===== src/rtl/kbd_pkg.sv =====
package kbd_pkg;
    localparam int KEY_W  = 8;
    localparam int RET_N  = 8;
    localparam int COL_W  = 3;
    localparam int SCAN_W = 4;
    localparam int DIV_W  = 5;
    localparam int NKEYS  = (1 << COL_W) * RET_N;
    localparam logic [2:0] CMD_DIV_OP = 3'b001;

    typedef struct packed {
        logic       overrun;
        logic [2:0] zero;
        logic [3:0] count;
    } status_t;
endpackage


===== src/rtl/kbd_prescaler.sv =====
module kbd_prescaler #(
    parameter int DIV_W = 5
) (
    input  logic             clk,
    input  logic             rst,
    input  logic             ref_en,
    input  logic [DIV_W-1:0] div,
    output logic             tick
);
    typedef struct packed {
        logic [DIV_W-1:0] cnt;
    } st_t;

    st_t st_d, st_q;
    logic [DIV_W-1:0] lim;

    always_comb begin
        st_d = st_q;
        lim  = (div == '0) ? '0 : div - 1'b1;
        tick = 1'b0;
        if (ref_en) begin
            if (st_q.cnt >= lim) begin
                st_d.cnt = '0;
                tick     = 1'b1;
            end else begin
                st_d.cnt = st_q.cnt + 1'b1;
            end
        end
    end

    always_ff @(posedge clk) begin
        if (rst) st_q <= '0;
        else     st_q <= st_d;
    end

    AST_TICK_NEEDS_REF: assert property (@(posedge clk) disable iff (rst)
        tick |-> ref_en);
    AST_CNT_RESTART: assert property (@(posedge clk) disable iff (rst)
        tick |=> st_q.cnt == '0);
endmodule


===== src/rtl/kbd_scan_debounce.sv =====
module kbd_scan_debounce
    import kbd_pkg::*;
(
    input  logic              clk,
    input  logic              rst,
    input  logic              tick,
    input  logic [RET_N-1:0]  ret,
    output logic [SCAN_W-1:0] scan,
    output logic              push,
    output logic [KEY_W-1:0]  code
);
    typedef struct packed {
        logic [SCAN_W-1:0] scan;
        logic [NKEYS-1:0]  seen;
        logic [NKEYS-1:0]  done;
        logic              got;
        logic              push;
        logic [KEY_W-1:0]  code;
    } st_t;

    st_t st_d, st_q;
    logic [COL_W-1:0] col;
    logic             found;
    int               idx;

    always_comb begin
        st_d      = st_q;
        st_d.push = 1'b0;
        col       = st_q.scan[COL_W-1:0];
        found     = 1'b0;
        idx       = 0;
        if (tick) begin
            if (!st_q.scan[SCAN_W-1]) begin
                for (int r = 0; r < RET_N; r++) begin
                    idx = int'(col) * RET_N + r;
                    if (ret[r] && st_q.seen[idx] && !st_q.done[idx]
                        && !st_q.got && !found) begin
                        found          = 1'b1;
                        st_d.done[idx] = 1'b1;
                        st_d.push      = 1'b1;
                        st_d.code      = {2'b00, col, 3'(r)};
                    end
                    if (!ret[r]) st_d.done[idx] = 1'b0;
                    st_d.seen[idx] = ret[r];
                end
            end
            st_d.scan = st_q.scan + 1'b1;
            if (st_q.scan == '1) st_d.got = 1'b0;
            else if (found)      st_d.got = 1'b1;
        end
    end

    always_ff @(posedge clk) begin
        if (rst) st_q <= '0;
        else     st_q <= st_d;
    end

    assign scan = st_q.scan;
    assign push = st_q.push;
    assign code = st_q.code;

    AST_SCAN_STEP: assert property (@(posedge clk) disable iff (rst)
        tick |=> scan == $past(scan) + 1'b1);
    AST_SCAN_HOLD: assert property (@(posedge clk) disable iff (rst)
        !tick |=> $stable(scan));
    AST_PUSH_AFTER_TICK: assert property (@(posedge clk) disable iff (rst)
        push |-> $past(tick));
    AST_CODE_TOP_ZERO: assert property (@(posedge clk) disable iff (rst)
        push |-> code[KEY_W-1:KEY_W-2] == 2'b00);
endmodule


===== src/rtl/kbd_fifo.sv =====
module kbd_fifo #(
    parameter int W     = 8,
    parameter int DEPTH = 8
) (
    input  logic                   clk,
    input  logic                   rst,
    input  logic                   push,
    input  logic [W-1:0]           wdata,
    input  logic                   pop,
    output logic [W-1:0]           head,
    output logic [$clog2(DEPTH):0] count,
    output logic                   drop
);
    localparam int AW = $clog2(DEPTH);

    typedef struct packed {
        logic [AW-1:0] wp;
        logic [AW-1:0] rp;
        logic [AW:0]   cnt;
    } st_t;

    st_t          st_d, st_q;
    logic [W-1:0] mem_d [DEPTH];
    logic [W-1:0] mem_q [DEPTH];
    logic         full, empty, do_push, do_pop;

    always_comb begin
        st_d    = st_q;
        mem_d   = mem_q;
        full    = (st_q.cnt == (AW+1)'(DEPTH));
        empty   = (st_q.cnt == '0);
        do_pop  = pop && !empty;
        do_push = push && (!full || do_pop);
        drop    = push && !do_push;
        if (do_push) begin
            mem_d[st_q.wp] = wdata;
            st_d.wp        = st_q.wp + 1'b1;
        end
        if (do_pop) st_d.rp = st_q.rp + 1'b1;
        st_d.cnt = st_q.cnt + (AW+1)'(do_push) - (AW+1)'(do_pop);
        head     = empty ? '0 : mem_q[st_q.rp];
        count    = st_q.cnt;
    end

    always_ff @(posedge clk) begin
        if (rst) st_q <= '0;
        else     st_q <= st_d;
        mem_q <= mem_d;
    end

    AST_NO_OVERFLOW: assert property (@(posedge clk) disable iff (rst)
        count <= (AW+1)'(DEPTH));
    AST_FULL_DROP: assert property (@(posedge clk) disable iff (rst)
        (count == (AW+1)'(DEPTH) && push && !pop) |=> count == (AW+1)'(DEPTH));
    AST_EMPTY_POP: assert property (@(posedge clk) disable iff (rst)
        (count == '0 && pop && !push) |=> count == '0);
endmodule


===== src/rtl/kbd_scan_encoder.sv =====
module kbd_scan_encoder
    import kbd_pkg::*;
#(
    parameter int          DEPTH   = 8,
    parameter logic [4:0]  DIV_RST = 5'd10
) (
    input  logic              clk,
    input  logic              rst,
    input  logic              ref_en,
    input  logic [RET_N-1:0]  ret,
    output logic [SCAN_W-1:0] scan_out,
    input  logic              cs_n,
    input  logic              a0,
    input  logic              rd_n,
    input  logic              wr_n,
    input  logic [KEY_W-1:0]  din,
    output logic [KEY_W-1:0]  dout,
    output logic              dout_oe
);
    localparam int CW = $clog2(DEPTH) + 1;

    typedef struct packed {
        logic [DIV_W-1:0] div;
        logic             wr_act;
        logic             wr_a0;
        logic [KEY_W-1:0] wr_byte;
        logic             rd_act;
        logic             rd_a0;
        logic             ovr;
    } bus_t;

    bus_t bus_d, bus_q;
    logic             tick, push, pop, drop;
    logic [KEY_W-1:0] code, head;
    logic [CW-1:0]    count;
    logic             wr_now, rd_now, wr_end, rd_end;
    status_t          stat;

    kbd_prescaler #(.DIV_W(DIV_W)) u_pre (
        .clk(clk), .rst(rst), .ref_en(ref_en), .div(bus_q.div), .tick(tick)
    );

    kbd_scan_debounce u_scan (
        .clk(clk), .rst(rst), .tick(tick), .ret(ret),
        .scan(scan_out), .push(push), .code(code)
    );

    kbd_fifo #(.W(KEY_W), .DEPTH(DEPTH)) u_fifo (
        .clk(clk), .rst(rst), .push(push), .wdata(code), .pop(pop),
        .head(head), .count(count), .drop(drop)
    );

    always_comb begin
        bus_d  = bus_q;
        wr_now = !cs_n && !wr_n;
        rd_now = !cs_n && !rd_n;
        wr_end = bus_q.wr_act && !wr_now;
        rd_end = bus_q.rd_act && !rd_now;
        pop    = rd_end && !bus_q.rd_a0;
        bus_d.wr_act = wr_now;
        bus_d.rd_act = rd_now;
        if (wr_now) begin
            bus_d.wr_a0   = a0;
            bus_d.wr_byte = din;
        end
        if (rd_now) bus_d.rd_a0 = a0;
        if (wr_end && bus_q.wr_a0 && bus_q.wr_byte[7:5] == CMD_DIV_OP)
            bus_d.div = bus_q.wr_byte[DIV_W-1:0];
        if (rd_end && bus_q.rd_a0) bus_d.ovr = 1'b0;
        if (drop) bus_d.ovr = 1'b1;

        stat.overrun = bus_q.ovr;
        stat.zero    = '0;
        stat.count   = 4'(count);
        dout_oe      = rd_now;
        dout         = a0 ? KEY_W'(stat) : head;
    end

    always_ff @(posedge clk) begin
        if (rst) begin
            bus_q     <= '0;
            bus_q.div <= DIV_RST;
        end else begin
            bus_q <= bus_d;
        end
    end

    AST_DIV_ONLY_ON_WRITE: assert property (@(posedge clk) disable iff (rst)
        !wr_end |=> $stable(bus_q.div));
    AST_OVR_STICKY: assert property (@(posedge clk) disable iff (rst)
        (bus_q.ovr && !(rd_end && bus_q.rd_a0)) |=> bus_q.ovr);
    AST_OVR_SET: assert property (@(posedge clk) disable iff (rst)
        drop |=> bus_q.ovr);
endmodule


===== config.mk =====
export PLATFORM = sky130hd
export DESIGN_NAME = kbd_scan_encoder
export DESIGN_NICKNAME = d
export VERILOG_FILES = /design/src/rtl/kbd_pkg.sv /design/src/rtl/kbd_prescaler.sv /design/src/rtl/kbd_scan_debounce.sv /design/src/rtl/kbd_fifo.sv /design/src/rtl/kbd_scan_encoder.sv
export SDC_FILE = /design/constraint.sdc
export NUM_CORES = 1
export LEC_CHECK = 0
export BUFFER_PORTS_ARGS = -buffer_cell sky130_fd_sc_hd__buf_4
export CORE_ASPECT_RATIO = 1.25
export CORE_MARGIN = 2
export CORE_UTILIZATION = 55
export DETAILED_ROUTE_END_ITERATION = 7
export GPL_TIMING_DRIVEN = 0
export PLACE_DENSITY = 0.83
export SETUP_SLACK_MARGIN = 0.5
export SYNTH_ARGS = -nofsm -noshare
export SYNTH_HDL_FRONTEND = slang
export SYNTH_HIERARCHICAL = 1
export SYNTH_SLANG_ARGS = --single-unit

===== constraint.sdc =====
create_clock -name clk -period 8.4 [get_ports clk]
set_input_delay 1.68 -clock clk [delete_from_list [all_inputs] [get_ports clk]]
set_output_delay 1.68 -clock clk [all_outputs]
set_load 0.01 [all_outputs]

Word level (Yosys, flattened, before mapping)
Cells that the tools add are included.
W data, S select, Z words.
{"block": "word_totals", "ff_bits": 239, "elab_cells": 340, "out_inout_bits": 13, "in_bits": 23}
{"block": "op_classes", "n_addsub": 14, "n_bitwise": 28, "reduce_logical": 86, "n_eq_ne": 3, "n_lt_le_gt_ge": 20, "mux": 164}
{"op": "$mux W64", "count": 46}
{"op": "$bwmux W64", "count": 9}
{"op": "$and A64 B64 Y64", "count": 8}
{"op": "$not A64 Y64", "count": 7}
{"op": "$or A64 B64 Y64", "count": 7}
{"op": "$ge A32 B1 Y1 const B", "count": 7}
{"op": "$lt A32 B8 Y1 const B", "count": 7}
{"op": "$bmux W1 S6", "count": 14}
{"op": "$mux W9", "count": 8}
{"op": "$mux W1", "count": 68}
{"op": "$not A57 Y64", "count": 1}
{"op": "$or A64 B57 Y64", "count": 1}
{"op": "$logic_and A1 B1 Y1", "count": 51}
{"op": "$demux W1 S6", "count": 7}
{"op": "$mux W8", "count": 5}
{"op": "$add A6 B3 Y7 const B", "count": 4}
{"op": "$logic_not A1 Y1", "count": 25}
{"op": "$bmux W8 S3", "count": 1}
{"op": "$demux W8 S3", "count": 1}
{"op": "$add A6 B2 Y7 const B", "count": 2}
{"op": "$mux W5", "count": 2}
{"op": "$eq A4 B4 Y1 const B", "count": 2}
{"op": "$ge A4 B4 Y1 const B", "count": 2}
{"op": "$not A3 Y4", "count": 2}
{"op": "other kinds (23)", "count": 28}

Depth between registers and ports, before layout
{"block": "depth", "depth_word": 66, "ltp_mapped": 16, "ltp_nobuf": 14}

Modules after synthesis
Netlist, hierarchy kept.
{"module": "kbd_scan_debounce", "seq_area_each_um2": 2802.7, "area_per_inst_um2": 6498.7, "n_inst": 1, "cells_each": 778}
{"module": "kbd_fifo", "seq_area_each_um2": 2122.0, "area_per_inst_um2": 3131.8, "n_inst": 1, "cells_each": 176}
{"module": "kbd_scan_encoder", "seq_area_each_um2": 360.3, "area_per_inst_um2": 755.7, "n_inst": 1, "cells_each": 86}
{"module": "kbd_prescaler", "seq_area_each_um2": 100.1, "area_per_inst_um2": 494.2, "n_inst": 1, "cells_each": 56}

Worst setup path before layout
OpenSTA, ideal clock, no wires.
{"block": "synth_path", "kind": "input to output", "startpoint": "input a0", "endpoint": "output dout[0]", "path_stages": 2, "required_time_ns": 6.720, "path_buffers": 1, "arrival_time_ns": 2.360, "setup_slack_ns": 4.360, "cell_sequence": "clkbuf_1 -> mux2_2"}
{"block": "synth_between", "elab_chain_cells": 1}
{"item": "from (decl)", "line": "kbd_scan_encoder.sv:13", "source": "input logic a0,"}
{"item": "$mux W8", "line": "kbd_scan_encoder.sv:76", "source": "dout = a0 ? KEY_W'(stat) : head;"}
{"item": "to (decl)", "line": "kbd_scan_encoder.sv:17", "source": "output logic [KEY_W-1:0] dout,"}
Every way passes these cells.

Worst setup path after layout
{"block": "layout_path", "startpoint": "register, netlist name u_fifo/count[2]", "endpoint": "output dout[1]"}
{"block": "layout_between", "elab_chain_cells": 3}
{"item": "$logic_not A4 Y1", "line": "kbd_fifo.sv:31", "source": "empty = (st_q.cnt == '0);"}
{"item": "$mux W8", "line": "kbd_fifo.sv:41", "source": "head = empty ? '0 : mem_q[st_q.rp];"}
{"item": "named net head[1]", "line": "kbd_scan_encoder.sv:34", "source": "logic [KEY_W-1:0] code, head;"}
{"item": "$mux W8", "line": "kbd_scan_encoder.sv:76"}
The timed path passes the listed nets, and every way through them passes these cells.

==> run metrics <==
proportion of synthesized area in mux cells 0.1046; die area 20,930 um2; r2r setup slk 4090 ps; Total Routing Usage GR 0.2847; clock buffer depth 3; cts bufs inserted 24; Nets approximately 1,200; largest net degree at the start of global routing 21; yosys warns 6; R2R Path End u_scan/st_q[37]; CP Capture Type output port; fraction of registers with async set/reset 0; Core Region around 19,000 um2; PD cells 200.8 nW/um2; sequential fraction of design power 0.477; largest family of logic cells by synthesized area simple AND/OR/NAND/NOR gates; status complete, no violations; Rows 57; clock power share 0.468; H-tree depth 1; Starting Density 0.5609; remaining antenna violation count 0; largest vdd supply drop about 0.21 mV; Overflow after GRT 0; antenna violations before repair 0; Post-CTS Setup Inserts 0; CTS tree done; #FFs+latches synth ~240; compound-gate portion of the synthesized area 0.1458; Seq/Total Area, Yosys 0.4949; reg2reg path depth 15; Worst Path Class, Setup reg -> out; max cap viols 0; wire length per cell 20.75 um; Worst R2R Start bus_q[13]; dpl hpwl 20,170 um; CP peak stage delay about 520 ps; Final Max Tran Viols 0; first drt pass iteration count 5; Final Instance Count excl. Fillers 1,434; cts hold-fix bufs 0; Hold Crit Class reg -> reg; drc violations 0; Pleak 4.248 nW; Unique masters post-synth 81; IO Port Bufs 25; vias 8,766; DIE WIDTH 129.8 um; number of synthesized flops with an enable pin 64; Mean Syn Cell Area 9.927 um2; Worst Path Required 6720 ps; fillcell total 1,579; clock-pin slew on the worst setup and hold paths 60 ps; GP Congestion 0.9750; final setup TNS 0 ps; Clock Latency Late Sink about 520 ps; vias per cell around 6.1; Tot Pwr 2.471 mW; wirelength, routed 29,760 um; Die H 161.3 um; Final Hold Viols 0; Antenna Cells 0; Cell Area, Synth between 10,000 and 15,000 um2; minimum clock period 4374 ps; Area Overhead vs Synth 13.07%; Final setup viols 0; Post-Synth Adder-Cell Area 0.02139; I/O pin cnt 36; post-placement cell count 1,390; Layout Skew ~16 ps; switching power 0.5325 mW; CP max-delay cell nor3b_1; RSZ-0062 raised after global routing false; startpoint class of the critical path register; worst path arrival time 2690 ps; Critical Path Fanout Max 8; CP cell instances inv_1, ha_1, nor3b_1, nor2_1, a22o_1, mux2_2, buf_4; Mapped Cells 1,096; Cells on Worst Hold Path 2; Root Driver clkbuf_16; fraction of layout cells with a size suffix above 1 0.1574; WHS Endpoint u_scan/st_q[78]; hold_sp u_scan/st_q[78]; number of global-route vias before repair a little under 9,000; Pint 1.938 mW; Worst Tran Pin Value 1065 ps; top_reg_cell synth dfxtp_1; Post-Synth Simple-Gate Area 0.1732; Final Cycle Share 0.5207; CTS Sinks 237; Logic pwr share 0.055; post-cts resize count 0; first-pass GRT wire length 46,350 um; Post-Synth XOR/XNOR Area 0.004830; initial DRC count between 800 and 900; slew margin rel. 0.2843; Max Fclk 228.6 MHz; Sw Ratio 0.2155
cells in the mapped netlist, drive strengths merged (5+ instances only):
cell type  count  area share
nor4           6      0.0048
ha            17       0.020
inv           21      0.0072
mux2          11       0.012
nand2        175       0.061
nor2b         25       0.014
dfxtp        173        0.32
mux2i         35       0.032
a211oi        10      0.0080
o221a         26       0.027
and2           5      0.0029
o21ai         12      0.0059
nand3         14      0.0064
edfxtp        64        0.18
mux4          28       0.061
nor3          45       0.021
a22o          10      0.0080
nor2          95       0.033
nor3b          5      0.0035
or3b           5      0.0043
clkbuf        54       0.019
a21oi        129       0.060
buf           41       0.028
nand2b        17      0.0098
layout make-up:
class                           instances  area, um2  area share
Inverter                               23      86.33    0.007017
Sequential cell                       237       5385      0.4377
Tap cell                              265      331.6     0.02695
Timing Repair Buffer                   29      212.7     0.01729
Clock buffer                           31      698.2     0.05675
Buffer                                 95      510.5     0.04149
Clock inverter                         12      165.2     0.01342
Multi-Input combinational cell        742       4913      0.3994
placed cells by master, fill, tap and decap left out, drive strengths merged, types with 4 or more instances in the layout:
master | Yosys | final
a211oi | 10 | 10
a21oi | 129 | 129
a221oi | 4 | 4
a22o | 10 | 10
and2 | 5 | 5
buf | 41 | 69
bufinv | 0 | 4
clkbuf | 54 | 86
clkinv | 2 | 8
dfxtp | 173 | 173
edfxtp | 64 | 64
ha | 17 | 17
inv | 21 | 22
mux2 | 11 | 11
mux2i | 35 | 35
mux4 | 28 | 28
nand2 | 175 | 175
nand2b | 17 | 17
nand3 | 14 | 14
nor2 | 95 | 95
nor2b | 25 | 25
nor3 | 45 | 45
nor3b | 5 | 5
nor4 | 6 | 6
o21ai | 12 | 12
o221a | 26 | 26
o2bb2ai | 4 | 4
or2 | 4 | 4
or3b | 5 | 5
xor2 | 4 | 4
layer usage:
layer	up-vias	GRT usage	routed length, um
li1	4018	-	-
met1	4185	0.3354	11180
met2	437	0.4895	14620
met3	126	0.04074	2176
met4	0	0.1667	1785
met5	-	0	0
worst max-delay path: cells and delay by family, from the launching register on:
| kind | cells | cell delay [ps] |
|---|---|---|
| flip-flops | 1 | 310 |
| AO/OA/AOI/OAI | 1 | 310 |
| adder cells (fa/ha/maj) | 1 | 200 |
| AND/OR/NAND/NOR | 2 | 850 |
| buffers and inverters | 2 | 240 |
| multiplexers | 1 | 270 |
per-stage QoR:
step           area (um2)  worst slack (ps)  hold WS, ps  utilization
2_1_floorplan       10880              4360        431.8            -
3_3_place_gp        11400              3485        439.4       0.5878
3_5_place_dp        11430              3869        442.5       0.5891
4_1_cts             12290              4024        451.3       0.6336
5_1_grt             12300              3779        468.0       0.6342
6_report            12300              4026        451.5       0.6342
worst max-delay path by stage:
stage,from,end,slack (ps),cells after the start
CTS,u_fifo/count[2],dout[1],4020,7
floorplan,a0,dout[0],4360,2
global placement,cs_n,u_fifo/mem_q[63],3490,7
finish,u_fifo/count[2],dout[1],4030,7
global route,bus_q[13],u_scan/st_q[111],3780,16
detailed placement,cs_n,u_fifo/mem_q[45],3870,7
state kept, by name (all words and copies together) (netlist names):
| register | cells |
|---|---|
| u_fifo/count | 4 |
| u_fifo/mem_q | 64 |
| u_scan/st_q | 129 |
| u_pre/st_q | 5 |
| bus_q | 18 |
| u_scan/push | 1 |
| u_scan/scan | 4 |
| u_scan/code | 6 |
| u_fifo/st_q | 6 |
cell families after synthesis:
group	Yosys count
adder cells (fa/ha/maj)	18
flip-flops	237
AO/OA/AOI/OAI	232
other	1
XOR/XNOR	6
multiplexers	74
buffers and inverters	118
AND/OR/NAND/NOR	410
power by group through the flow:
stage               Sequential [mW]  Clock (mW)  Combinational (mW)
floorplan                      1.20           0              0.0899
global placement               1.20           0               0.129
detailed placement             1.20           0               0.132
CTS                            1.18        1.17               0.135
global route                   1.18        1.21               0.147
finish                         1.18        1.16               0.136
Power figures use the tool's default switching activity.
